--- config.mk ---
export PLATFORM = sky130hd
export DESIGN_NAME = clkgrp_rate_seq
export DESIGN_NICKNAME = d
export VERILOG_FILES = /design/src/rtl/clkgrp_pkg.sv /design/src/rtl/clkgrp_rate_match.sv /design/src/rtl/clkgrp_div_rom.sv /design/src/rtl/clkgrp_rate_seq.sv
export SDC_FILE = /design/constraint.sdc
export NUM_CORES = 1
export LEC_CHECK = 0
export ABC_CLOCK_PERIOD_IN_PS = 3600
export BUFFER_PORTS_ARGS = -buffer_cell sky130_fd_sc_hd__buf_2
export CAP_MARGIN = 20
export CORE_MARGIN = 2
export CORE_UTILIZATION = 40
export CTS_CLUSTER_DIAMETER = 50
export DETAILED_ROUTE_END_ITERATION = 8
export GPL_TIMING_DRIVEN = 0
export PLACE_DENSITY = 0.72
export SLEW_MARGIN = 20
export SYNTH_ARGS = -nofsm -noshare
export SYNTH_HDL_FRONTEND = slang
export SYNTH_SLANG_ARGS = --single-unit
--- constraint.sdc ---
create_clock -name clk -period 3.6 [get_ports clk]
set_clock_uncertainty 0.15 [all_clocks]
set_input_delay 0.72 -clock clk [delete_from_list [all_inputs] [get_ports clk]]
set_output_delay 0.72 -clock clk [all_outputs]
set_load 0.03 [all_outputs]
--- src/rtl/clkgrp_pkg.sv ---
package clkgrp_pkg;

    localparam int GRP_SYSTEM = 0;
    localparam int GRP_TUNNEL = 1;

    typedef enum logic [2:0] {
        SEQ_IDLE,
        SEQ_PLL_PRE,
        SEQ_WRITE,
        SEQ_PLL_POST,
        SEQ_FIN
    } seq_st_e;

    function automatic int grp_nrates(input int sel);
        return (sel == GRP_TUNNEL) ? 6 : 4;
    endfunction

    function automatic int grp_ndiv(input int sel);
        return (sel == GRP_TUNNEL) ? 3 : 16;
    endfunction

    function automatic int grp_base(input int sel);
        return (sel == GRP_TUNNEL) ? 'h380 : 'h180;
    endfunction

    // group rate of column i, MHz
    function automatic int grp_rate(input int sel, input int i);
        return (sel == GRP_TUNNEL) ? 25 * (i + 1) : 200 * (i + 1);
    endfunction

    // PLL rate needed by column i, MHz
    function automatic int grp_pll(input int sel, input int i);
        if (sel == GRP_TUNNEL)
            return (i == 4) ? 700 : 600;
        return (i == 2) ? 600 : 800;
    endfunction

    // divider of output d in column i; columns packed MSB first
    function automatic int grp_div(input int sel, input int d, input int i);
        logic [47:0] row;
        row = '0;
        if (sel == GRP_TUNNEL) begin
            case (d)
                0:       row = {8'd24, 8'd12, 8'd8, 8'd6, 8'd6, 8'd4};
                1:       row = {8'd4,  8'd4,  8'd4, 8'd4, 8'd5, 8'd4};
                default: row = {8'd8,  8'd8,  8'd8, 8'd8, 8'd10, 8'd8};
            endcase
        end else begin
            case (d)
                0, 8, 10, 13: row = {8'd4,  8'd4,  8'd3,  8'd4,  16'd0};
                1:            row = {8'd4,  8'd2,  8'd1,  8'd1,  16'd0};
                6:            row = {8'd1,  8'd1,  8'd1,  8'd1,  16'd0};
                11:           row = {8'd8,  8'd8,  8'd6,  8'd8,  16'd0};
                12, 14:       row = {8'd24, 8'd24, 8'd18, 8'd24, 16'd0};
                15:           row = {8'd16, 8'd16, 8'd12, 8'd16, 16'd0};
                default:      row = {8'd2,  8'd2,  8'd2,  8'd2,  16'd0};
            endcase
        end
        return int'(row[47 - 8 * i -: 8]);
    endfunction

endpackage

--- src/rtl/clkgrp_rate_match.sv ---
module clkgrp_rate_match
    import clkgrp_pkg::*;
#(
    parameter int GROUP_SEL = GRP_SYSTEM,
    parameter int RATE_W    = 12,
    parameter int RIDX_W    = 2
) (
    input  logic [RATE_W-1:0] req_rate,
    output logic              hit,
    output logic [RIDX_W-1:0] ridx,
    output logic [RATE_W-1:0] pll_tgt
);
    localparam int N_RATES = grp_nrates(GROUP_SEL);

    logic [N_RATES-1:0] eq;
    logic [RATE_W-1:0]  pll_tab [N_RATES];

    for (genvar g = 0; g < N_RATES; g++) begin : g_col
        assign eq[g]      = (req_rate == RATE_W'(grp_rate(GROUP_SEL, g)));
        assign pll_tab[g] = RATE_W'(grp_pll(GROUP_SEL, g));
    end

    always_comb begin
        hit     = |eq;
        ridx    = '0;
        pll_tgt = '0;
        for (int i = N_RATES - 1; i >= 0; i--) begin
            if (eq[i]) begin
                ridx    = RIDX_W'(i);
                pll_tgt = pll_tab[i];
            end
        end
    end

endmodule

--- src/rtl/clkgrp_div_rom.sv ---
module clkgrp_div_rom
    import clkgrp_pkg::*;
#(
    parameter int GROUP_SEL = GRP_SYSTEM,
    parameter int RIDX_W    = 2,
    parameter int DIDX_W    = 4,
    parameter int DIV_W     = 8
) (
    input  logic [RIDX_W-1:0] ridx,
    input  logic [DIDX_W-1:0] didx,
    output logic [DIV_W-1:0]  div
);
    localparam int N_RATES = grp_nrates(GROUP_SEL);
    localparam int N_DIV   = grp_ndiv(GROUP_SEL);
    localparam int N_ENT   = N_RATES * N_DIV;
    localparam int K_W     = $clog2(N_ENT);

    logic [DIV_W-1:0] tab [N_ENT];
    logic [K_W-1:0]   k;

    for (genvar d = 0; d < N_DIV; d++) begin : g_out
        for (genvar r = 0; r < N_RATES; r++) begin : g_col
            assign tab[d * N_RATES + r] = DIV_W'(grp_div(GROUP_SEL, d, r));
        end
    end

    always_comb begin
        k   = K_W'(int'(didx) * N_RATES + int'(ridx));
        div = (int'(k) < N_ENT) ? tab[k] : '0;
    end

endmodule

--- src/rtl/clkgrp_rate_seq.sv ---
module clkgrp_rate_seq
    import clkgrp_pkg::*;
#(
    parameter int GROUP_SEL = GRP_SYSTEM,
    parameter int RATE_W    = 12,
    parameter int DIV_W     = 8,
    parameter int ADDR_W    = 12
) (
    input  logic              clk,
    input  logic              rst_n,
    input  logic              req_valid,
    input  logic [RATE_W-1:0] req_rate,
    input  logic [RATE_W-1:0] cur_pll_rate,
    output logic              busy,
    output logic              pll_req,
    output logic [RATE_W-1:0] pll_rate,
    input  logic              pll_ack,
    input  logic              pll_err,
    output logic              wr_en,
    output logic [ADDR_W-1:0] wr_addr,
    output logic [DIV_W-1:0]  wr_data,
    output logic              done,
    output logic              err_rate,
    output logic              pll_fail
);
    localparam int N_RATES = grp_nrates(GROUP_SEL);
    localparam int N_DIV   = grp_ndiv(GROUP_SEL);
    localparam int RIDX_W  = (N_RATES > 1) ? $clog2(N_RATES) : 1;
    localparam int DIDX_W  = (N_DIV > 1) ? $clog2(N_DIV) : 1;
    localparam int BASE    = grp_base(GROUP_SEL);
    localparam int STRIDE  = 'h10;

    typedef struct packed {
        seq_st_e           st;
        logic [RIDX_W-1:0] ridx;
        logic [DIDX_W-1:0] didx;
        logic [RATE_W-1:0] tgt;
        logic              pre;
        logic              e_rate;
        logic              e_pll;
    } seq_t;

    seq_t q, d;

    logic              m_hit;
    logic [RIDX_W-1:0] m_ridx;
    logic [RATE_W-1:0] m_pll;
    logic [DIV_W-1:0]  rom_div;

    clkgrp_rate_match #(
        .GROUP_SEL (GROUP_SEL),
        .RATE_W    (RATE_W),
        .RIDX_W    (RIDX_W)
    ) match_i (
        .req_rate (req_rate),
        .hit      (m_hit),
        .ridx     (m_ridx),
        .pll_tgt  (m_pll)
    );

    clkgrp_div_rom #(
        .GROUP_SEL (GROUP_SEL),
        .RIDX_W    (RIDX_W),
        .DIDX_W    (DIDX_W),
        .DIV_W     (DIV_W)
    ) rom_i (
        .ridx (q.ridx),
        .didx (q.didx),
        .div  (rom_div)
    );

    always_comb begin
        d = q;
        case (q.st)
            SEQ_IDLE: begin
                if (req_valid) begin
                    d.didx  = '0;
                    d.e_pll = 1'b0;
                    if (m_hit) begin
                        d.ridx   = m_ridx;
                        d.tgt    = m_pll;
                        d.pre    = (m_pll < cur_pll_rate);
                        d.e_rate = 1'b0;
                        d.st     = (m_pll < cur_pll_rate) ? SEQ_PLL_PRE : SEQ_WRITE;
                    end else begin
                        d.e_rate = 1'b1;
                        d.st     = SEQ_FIN;
                    end
                end
            end
            SEQ_PLL_PRE: begin
                if (pll_ack) begin
                    d.e_pll = pll_err;
                    d.st    = SEQ_WRITE;
                end
            end
            SEQ_WRITE: begin
                if (q.didx == DIDX_W'(N_DIV - 1))
                    d.st = q.pre ? SEQ_FIN : SEQ_PLL_POST;
                else
                    d.didx = q.didx + 1'b1;
            end
            SEQ_PLL_POST: begin
                if (pll_ack) begin
                    d.e_pll = pll_err;
                    d.st    = SEQ_FIN;
                end
            end
            default: d.st = SEQ_IDLE;
        endcase
    end

    always_ff @(posedge clk or negedge rst_n) begin
        if (!rst_n)
            q <= '{st: SEQ_IDLE, default: '0};
        else
            q <= d;
    end

    assign busy     = (q.st != SEQ_IDLE);
    assign pll_req  = (q.st == SEQ_PLL_PRE) || (q.st == SEQ_PLL_POST);
    assign pll_rate = q.tgt;
    assign wr_en    = (q.st == SEQ_WRITE);
    assign wr_addr  = ADDR_W'(BASE) + ADDR_W'(q.didx) * ADDR_W'(STRIDE);
    assign wr_data  = rom_div;
    assign done     = (q.st == SEQ_FIN);
    assign err_rate = done & q.e_rate;
    assign pll_fail = done & q.e_pll;

    // an unlisted rate ends at once with an error and no write
    assert_bad_rate_R3: assert property (@(posedge clk) disable iff (!rst_n)
        (!busy && req_valid && !m_hit) |=> (done && err_rate && !wr_en && !pll_req));

    // consecutive writes step the address upward by one stride
    assert_addr_step_R6: assert property (@(posedge clk) disable iff (!rst_n)
        (wr_en && $past(wr_en)) |-> (wr_addr == $past(wr_addr) + ADDR_W'(STRIDE)));

    // a divider value of zero is never written
    assert_div_nonzero_R7: assert property (@(posedge clk) disable iff (!rst_n)
        wr_en |-> (wr_data != '0));

    // the PLL request is held until acknowledged
    assert_pll_hold_R8: assert property (@(posedge clk) disable iff (!rst_n)
        (pll_req && !pll_ack) |=> (pll_req && $stable(pll_rate)));

    // a PLL request that follows writes only happens when the PLL is not slowing
    assert_post_order_R5: assert property (@(posedge clk) disable iff (!rst_n)
        ($rose(pll_req) && $past(wr_en)) |-> !q.pre);

    // done lasts one cycle and the block then goes idle
    assert_done_pulse_R10: assert property (@(posedge clk) disable iff (!rst_n)
        done |=> (!done && !busy));

endmodule

; Word level (Yosys, flattened, before mapping)
; Memories as Yosys holds them, arrays and structs flattened.
; Cells that the tools add are included.
[op_classes]
muxes = 25
n_eq_ne = 15
n_reduce_logical = 12
bitwise_logic = 3
addsub = 3
order_cmp = 2
[ops]
columns = op, n
row1 = 10-bit 2-to-1 mux, 4
row2 = 12-bit by 10-bit equality test with 1-bit output (second input constant), 2
row3 = 24-bit 2-to-1 mux, 1
row4 = 8-bit 2-to-1 mux, 2
row5 = 3-bit 2-to-1 mux, 5
row6 = 13-bit 2-to-1 mux, 1
row7 = 12-bit by 8-bit equality test with 1-bit output (second input constant), 1
row8 = 12-bit by 9-bit equality test with 1-bit output (second input constant), 1
row9 = 12-bit < comparator, 1
row10 = 2-bit 2-to-1 mux, 6
row11 = 3-bit one-hot mux with 4 select lines, 1
row12 = 9-bit by 8-bit adder with 10-bit output (first input constant), 1
row13 = 3-bit AND reduction, 3
row14 = 2-bit inequality test (second input constant), 4
row15 = 4-bit one-hot mux with 2 select lines, 1
row16 = 7-bit >= comparator (second input constant), 1
row17 = 6-bit NOT with 7-bit output, 1
row18 = 6-bit by 2-bit adder with 6-bit output, 1
row19 = 3-bit by 2-bit equality test with 1-bit output (second input constant), 2
row20 = 4-bit by 1-bit adder with 4-bit output (second input constant), 1
row21 = 4-bit equality test (second input constant), 1
row22 = 4-bit 2-to-1 mux, 1
row23 = 2-bit by 1-bit inequality test with 1-bit output (second input constant), 2
row24 = 4-bit AND reduction, 1
row25 = other kinds (12), 15
[totals]
output_inout_bits = 38
regBits = 24
mem_count = 1
mem_bits_ro = 512
word_cells = 68
[mem_list]
columns = name, words, width, read_ports, rd_ports_with_merged_regs, wr, line_no
row1 = (name not given), 64, 8, 1, 0, 0, clkgrp_div_rom.sv:29  ; div = (int'(k) < N_ENT) ? tab[k] : '0;

; Logic depth before layout (Yosys ltp)
; Gate-level depths: netlist (run 1).
[logic_depth]
depth_word = 10
ltp_mapped = 9
mapped_depth_nobuf = 9

; By module
; A second synthesis (run 1) with hierarchy kept.
[hier_totals]
cells_unflattened = 230
area_unflattened_um2 = 2083.2
[by_module_without_submodules]
columns = mod, area_per_inst_um2, seq_area_each_um2, cells_each, n_inst
row1 = clkgrp_rate_seq, 1584.0, 600.6, 159, 1
row2 = clkgrp_div_rom, 267.8, 0.0, 40, 1
row3 = clkgrp_rate_match, 231.5, 0.0, 31, 1

; Worst setup path after synthesis (run 1)
; No wires, ideal clock.
[synth_path]
kind = in2reg
from = input port req_rate[7]
to = register q[21] (netlist bit)
required_ns = 3.305
setup_slack_ns = 0.710
path_buffers = 0
stages = 7
arrival_time_ns = 2.595
cell_sequence = or4b_4 nor4_4 ha_1 nor4b_1 o2111ai_1 a2111oi_0 a211oi_2
[synth_via]
elab_cells_between_ends = 14
[synth_lines]
columns = element, line_no
row1 = start: declaration, clkgrp_rate_seq.sv:12  ; input logic [RATE_W-1:0] req_rate,
row2 = 12-bit by 10-bit equality test with 1-bit output, clkgrp_rate_match.sv:19  ; assign eq[g] = (req_rate == RATE_W'(grp_rate(GROUP_SEL, g)));
row3 = 10-bit 2-to-1 mux (2 in series), clkgrp_rate_match.sv:28  ; if (eq[i]) begin
row4 = 10-bit 2-to-1 mux (*), clkgrp_rate_match.sv:28
row5 = net m_pll[3], clkgrp_rate_seq.sv:47  ; logic [RATE_W-1:0] m_pll;
row6 = 12-bit < comparator (*), clkgrp_rate_seq.sv:84  ; d.st = (m_pll < cur_pll_rate) ? SEQ_PLL_PRE : SEQ_WRITE;
row7 = 2-bit 2-to-1 mux (*), clkgrp_rate_seq.sv:84
row8 = 3-bit 2-to-1 mux (*), clkgrp_rate_seq.sv:79  ; if (m_hit) begin
row9 = 24-bit 2-to-1 mux (*), clkgrp_rate_seq.sv:76  ; if (req_valid) begin
row10 = 3-bit one-hot mux with 4 select lines (*), clkgrp_rate_seq.sv:74  ; case (q.st)
row11 = end signal: assignment, clkgrp_rate_seq.sv:115  ; q <= '{st: SEQ_IDLE, default: '0};
row12 = end signal: assignment, clkgrp_rate_seq.sv:117  ; q <= d;
row13 = end: declaration, clkgrp_rate_seq.sv:43  ; seq_t q, d;
; Mark *: on every way through the listed nets, which the timed path passes. The rest lies on a longest branch. The select of a mux whose other input is x is not followed.
; A chain may end at the register's enable or synchronous reset.

; Worst setup path in the final report (run 1)
[layout_path]
from = input port req_rate[7]
to = register q[21] (netlist bit)
[layout_via]
elab_chain_len = 10
elab_cells_between_ends = 14
[layout_lines]
columns = element, line_no
row1 = 12-bit by 10-bit equality test with 1-bit output, clkgrp_rate_match.sv:19
row2 = 10-bit 2-to-1 mux (3 in series), clkgrp_rate_match.sv:28
row3 = 10-bit 2-to-1 mux (*), clkgrp_rate_match.sv:28
row4 = net m_pll[5], clkgrp_rate_seq.sv:47
row5 = 12-bit < comparator (*), clkgrp_rate_seq.sv:84
row6 = 2-bit 2-to-1 mux (*), clkgrp_rate_seq.sv:84
row7 = 3-bit 2-to-1 mux (*), clkgrp_rate_seq.sv:79
row8 = 24-bit 2-to-1 mux (*), clkgrp_rate_seq.sv:76
row9 = 3-bit one-hot mux with 4 select lines (*), clkgrp_rate_seq.sv:74
; Marks and branches as above.

==> results of run 1 <==
[per-stage QoR]
stage / cells / total power (W)
final: 318 / 0.00120
after global routing: 318 / 0.00132
after CTS: 318 / 0.00121
after detailed placement: 314 / 0.00107
after global placement: 314 / 0.00105
after floorplan: 213 / 0.000877
[routing by layer]
layer | track usage [%] | part of all wire, % | wire [um] | up-vias
met3 | 2.96 | 4.9 | 171 | 5
met2 | 30.6 | 50 | 1730 | 37
met1 | 20.4 | 44 | 1540 | 702
met5 | 0 | 0 | 0 | -
li1 | - | - | - | 813
met4 | 6.75 | 1.6 | 56 | 0
[registers in the layout, summed over array words and instances (netlist names)]
signal,count
q,12
pll_rate,3
[logic make-up after synthesis]
| logic type | share of synthesized area (%) |
|---|---|
| AOI/OAI and AO/OA | 20.9 |
| DFF | 22.8 |
| xor gates and xnor gates | 0.533 |
| and+or+nand+nor | 26.6 |
| adders and majority gates | 10.7 |
| other | 0.228 |
| buffers and inverters | 16.9 |
| muxes | 1.29 |
[cell usage in the layout, fill, tap and decap left out, types with 9 or more instances in the layout]
cell,Yosys,routed
conb_1,1,15
a21oi_1,9,9
buf_2,0,51
ha_1,14,14
buf_4,26,26
dfrtp_1,15,15
nand3_1,9,9
o21ai_0,11,11
inv_1,13,13
nor2_1,14,14
nand2_1,13,13
[critical path: stages]
cell,delay [ns]
buf_2,0.12
nor4b_1,0.55
nand3_1,0.14
a21oi_1,0.31
ha_1,0.24
a21oi_1,0.08
a211o_1,0.32
a2111oi_0,0.55
a211oi_2,0.08
[final cells by class]
class / count / area (um2)
clock inverters: 1 / 5.00
flip-flops and latches: 15 / 375
multi-input cells: 152 / 1040
inverters: 13 / 48.8
well taps: 50 / 62.6
fillers: 408 / 1910
plain buffers: 33 / 229
clock buffers: 3 / 41.3
repair buffers: 51 / 255
[power groups by stage]
| stage | sequential, W | combinational [W] | clock [W] |
|---|---|---|---|
| final | 0.000268 | 0.000791 | 0.000137 |
| after global routing | 0.000277 | 0.000887 | 0.000152 |
| after CTS | 0.000268 | 0.000796 | 0.000142 |
| after detailed placement | 0.000272 | 0.000794 | 0 |
| after global placement | 0.000270 | 0.000782 | 0 |
| after floorplan | 0.000259 | 0.000619 | 0 |
[final timing paths]
check	from	to	slack, ns	cells after the start
worst min register to register	pll_rate[9]	pll_rate[9]	0.33	1
min in group clk	pll_rate[9]	pll_rate[9]	0.33	1
max in group asynchronous	rst_n	q[17]	2.83	1
worst min-delay path	rst_n	q[18]	0.21	1
worst max register to register	q[22]	q[2]	1.54	5
worst max-delay path	req_rate[7]	q[21]	0.46	9
==> impl_metrics.py, run 1 <==
metrics = {
    "worst_setup_path": {
        "crit_type": "primary input to flop",
        "worstPathMaxFanout": 5,
        "critPathLaunchType": "primary input",
        "required_ns": 3.57,
        "critical_path_arrival_ns": 3.11,
        "setup.worst_path.end_class": "flop",
    },
    "routing": {
        "drt_iter0_markers": 58,
        "vias": 1557,
        "ant_nets": 0,
        "wl_per_cell_um": 11.0,
        "drc": 0,
        "avgViaCountPerCell": 4.90,
        "routed_wl_um": 3490,
        "dr.pass1.iters": 4,
    },
    "clocking": {
        "cts_buffer_depth": 2,
        "cts.sink_count": 15,
        "cts_tree": "yes",
        "cts_resized": 0,
        "cts_inserted_buffers": 3,
        "htree_levels": 1,
        "hold_buffers": 0,
        "root_buffer": "clkbuf_8",
        "clkLatencyLatePin_ns": 0.25,
        "clkTransAtPathRegs_ns": 0.07,
        "cts_setup_buffers": 0,
    },
    "synth": {
        "synth_edf_count": 0,
        "ys_seq_elements": 15,
        "synthTopCellsByArea": "dfrtp_1 23%, buf_4 12%, ha_1 11%",
        "yosysSeqAreaShare_pct": 22.8,
        "ys.flop_type": "dfrtp_1",
        "post-synth-top-count-cell": "buf_4",
        "synthesis.area_mm2": 0.00164,
        "synth_common_cells": "26 x buf_4, 15 x dfrtp_1, 14 x ha_1, 14 x nor2_1",
        "synth.top_cell.area_share_pct": 22.8,
        "synthCells": 199,
        "synth_warnings": 0,
        "syn_area_per_cell_um2": 8.26,
        "synth_cell_types": 52,
        "synth_top_cell_by_area": "dfrtp_1",
        "async_flop_share_pct": 100,
    },
    "timing": {
        "fin_tns_setup_ns": 0,
        "fin_crit_sh_pct": 87.3,
        "hold_violations": 0,
        "slew_viol_final": 0,
        "setup_viol": 0,
        "max_freq_ghz": 0.318,
        "tightest_slew_ns": 0.582,
        "grt_setup_unrepaired": "no",
        "slew_headroom_pct": 60.6,
        "hold_ws_ns": 0.208,
        "setup_ws_ns": 0.457,
        "fin_crit_ns": 3.14,
    },
    "pwr": {
        "power_frac_clock_pct": 11.5,
        "p_leak_nw": 1.07,
        "pwr-share-seq_pct": 22.4,
        "p_int_w": 0.000578,
        "switchingPower_w": 0.000618,
        "ir_drop_mv": 0.227,
        "powerDensity_mw_per_mm2": 580,
        "p_comb_share_pct": 66.2,
        "switching_share_pct": 51.6,
    },
    "final_layout": {
        "antenna_cells": 0,
        "nets": 312,
        "syn2layout_area_growth_pct": 25.3,
        "stdcell_area_mm2": 0.00206,
        "post-route-util_pct": 51.9,
        "drive_above_1_share_pct": 33.6,
    },
    "placed_design": {
        "io_buffers": 51,
        "dp_slack_ns": 0.248,
        "gp_congestion": 0.792,
        "place_area_mm2": 0.00201,
        "dp_hpwl_um": 2860,
    },
    "die": {
        "io_pins": 67,
        "fp.dieH_um": 68.1,
        "num_rows": 23,
        "die_w_um": 68.1,
        "start_util_pct": 41.4,
        "dieArea_mm2": 0.00464,
        "core_mm2": 0.00397,
    },
    "global_route": {
        "antenna_found_initial": 0,
        "grt_max_degree": 16,
        "grt_pass1_wl_um": 6120,
        "overflow": 0,
        "grt_pass1_vias": 1444,
        "grtUsageTotal_pct": 17.2,
    },
    "min_path": {
        "hp-class": "primary input to async pin",
    },
    "job": {
        "maxCapViolCount": 0,
    },
    "outcome": {
        "status": "complete, no violations",
    },
}
Note: power is estimated with default switching activity, not from simulation.
==> run 2, diff against run 1 <==
- REMOVE_ABC_BUFFERS: not set -> 1
==> run 2 against run 1 <==
Fmax about the same; total power decreased by 7.0%; register-to-register slack got worse by 0.04 ns; critical path depth unchanged; non-clock buffer count decreased by 33; sequential power increased by 26%; setup slack improved by 0.0016 ns; clock-buffer cell count increased by 1.
==> impl_metrics.py, run 2 (same netlist as run 1, synthesis figures left out) <==
metrics = {
    "outcome": {
        "status": "complete, no violations",
    },
    "clocking": {
        "cts_inserted_buffers": 3,
        "cts.sink_count": 15,
        "hold_buffers": 0,
        "cts_tree": "yes",
        "cts_buffer_depth": 2,
        "htree_levels": 1,
        "clkLatencyLatePin_ns": 0.25,
        "clkTransAtPathRegs_ns": 0.06,
        "root_buffer": "clkbuf_8",
        "cts_setup_buffers": 0,
        "cts_resized": 0,
    },
    "pwr": {
        "p_int_w": 0.000518,
        "powerDensity_mw_per_mm2": 608,
        "switching_share_pct": 53.4,
        "power_frac_clock_pct": 12.3,
        "p_comb_share_pct": 57.4,
        "pwr-share-seq_pct": 30.3,
        "switchingPower_w": 0.000594,
        "p_leak_nw": 0.917,
        "ir_drop_mv": 0.210,
    },
    "timing": {
        "fin_crit_ns": 3.14,
        "fin_crit_sh_pct": 87.3,
        "fin_tns_setup_ns": 0,
        "grt_setup_unrepaired": "no",
        "tightest_slew_ns": 0.575,
        "slew_headroom_pct": 60.6,
        "max_freq_ghz": 0.318,
        "hold_violations": 0,
        "setup_viol": 0,
        "slew_viol_final": 0,
    },
    "routing": {
        "wl_per_cell_um": 11.5,
        "drt_iter0_markers": 86,
        "dr.pass1.iters": 6,
        "routed_wl_um": 3280,
        "drc": 0,
        "vias": 1451,
        "avgViaCountPerCell": 5.09,
        "ant_nets": 0,
    },
    "worst_setup_path": {
        "crit_type": "primary input to flop",
        "rr_worst_depth": 4,
        "setup.worst_path.end_class": "flop",
        "critPathLaunchType": "primary input",
        "required_ns": 3.56,
        "r2r_slack_ns": 1.50,
        "critical_path_arrival_ns": 3.10,
        "worstPathMaxFanout": 5,
    },
    "min_path": {
        "hp-class": "primary input to async pin",
    },
    "final_layout": {
        "largest_reg_flops": 12,
        "post-route-util_pct": 46.1,
        "final_common_cell": "buf_2",
        "layout_common_cells": "51 x buf_2, 15 x conb_1, 15 x dfrtp_1",
        "syn2layout_area_growth_pct": 11.3,
        "nets": 279,
        "antenna_cells": 0,
        "drive_above_1_share_pct": 26.4,
        "top_register": "q",
        "nFillCells": 398,
    },
    "die": {
        "num_rows": 23,
        "dieArea_mm2": 0.00464,
        "fp.dieH_um": 68.1,
        "core_mm2": 0.00397,
        "start_util_pct": 41.4,
        "die_w_um": 68.1,
        "io_pins": 67,
    },
    "placed_design": {
        "io_buffers": 51,
        "gp_congestion": 0.766,
        "dp_hpwl_um": 2650,
    },
    "global_route": {
        "antenna_found_initial": 0,
        "grtUsageTotal_pct": 15.0,
        "grt_max_degree": 21,
        "overflow": 0,
        "grt_pass1_wl_um": 5270,
        "grt_pass1_vias": 1215,
    },
    "job": {
        "maxCapViolCount": 0,
    },
}
==> run 2: cell types whose count changed in the layout (fill, tap and decap cells not counted) <==
cell | before | now
buf_4 | 26 | 0
buf_1 | 1 | 0
clkinv_2 | 1 | 0
clkbuf_1 | 5 | 1
buf_6 | 1 | 0
==> run 2: metrics by stage <==
step	instance area [um2]	hold slack, ns	power [W]	std cells	worst slack, ns
global placement	1790	0.311	0.000972	281	0.262
finish	1830	0.212	0.00111	285	0.459
floorplan	1470	0.274	0.000800	180	0.710
global route	1830	0.239	0.00122	285	0.275
CTS	1830	0.222	0.00112	285	0.481
detailed placement	1790	0.315	0.000980	281	0.240
==> run 2: layout make-up <==
type                       count  area (um2)  share of cell area, %
clock buffer                   4        45.0                   2.46
inverter                      13        48.8                   2.67
multi-input combinational    152        1040                   57.0
sequential                    15         375                   20.5
tap                           50        62.6                   3.42
timing repair buffer          51         255                   13.9
==> run 2: power groups by stage <==
stage | combinational [W] | clock, W | sequential [W]
floorplan | 0.000448 | 0 | 0.000352
global placement | 0.000633 | 0 | 0.000339
detailed placement | 0.000642 | 0 | 0.000338
CTS | 0.000643 | 0.000139 | 0.000335
global route | 0.000714 | 0.000150 | 0.000351
finish | 0.000639 | 0.000137 | 0.000337
==> run 2: metal layers <==
layer	global-route usage (%)	vias up	share of wire, %
li1	-	745	-
met1	18.3	666	46
met2	25.8	35	48
met3	3.62	5	4.6
met4	4.50	0	1.2
met5	0	-	0
==> run 2: critical path, cell delays in order <==
cell,delay (ns)
buf_2,0.12
nor4b_1,0.56
nand3_1,0.15
a21oi_1,0.30
ha_1,0.23
a21oi_1,0.07
a211o_1,0.31
a2111oi_0,0.54
a211oi_2,0.09
==> run 2: worst paths after layout <==
check / from / end
worst max-delay path: req_rate[7] / q[21]
worst min register to register: pll_rate[9] / pll_rate[9]
max in group asynchronous: rst_n / pll_rate[8]
worst min-delay path: rst_n / q[18]
worst max register to register: q[21] / q[2]
min in group clk: pll_rate[9] / pll_rate[9]
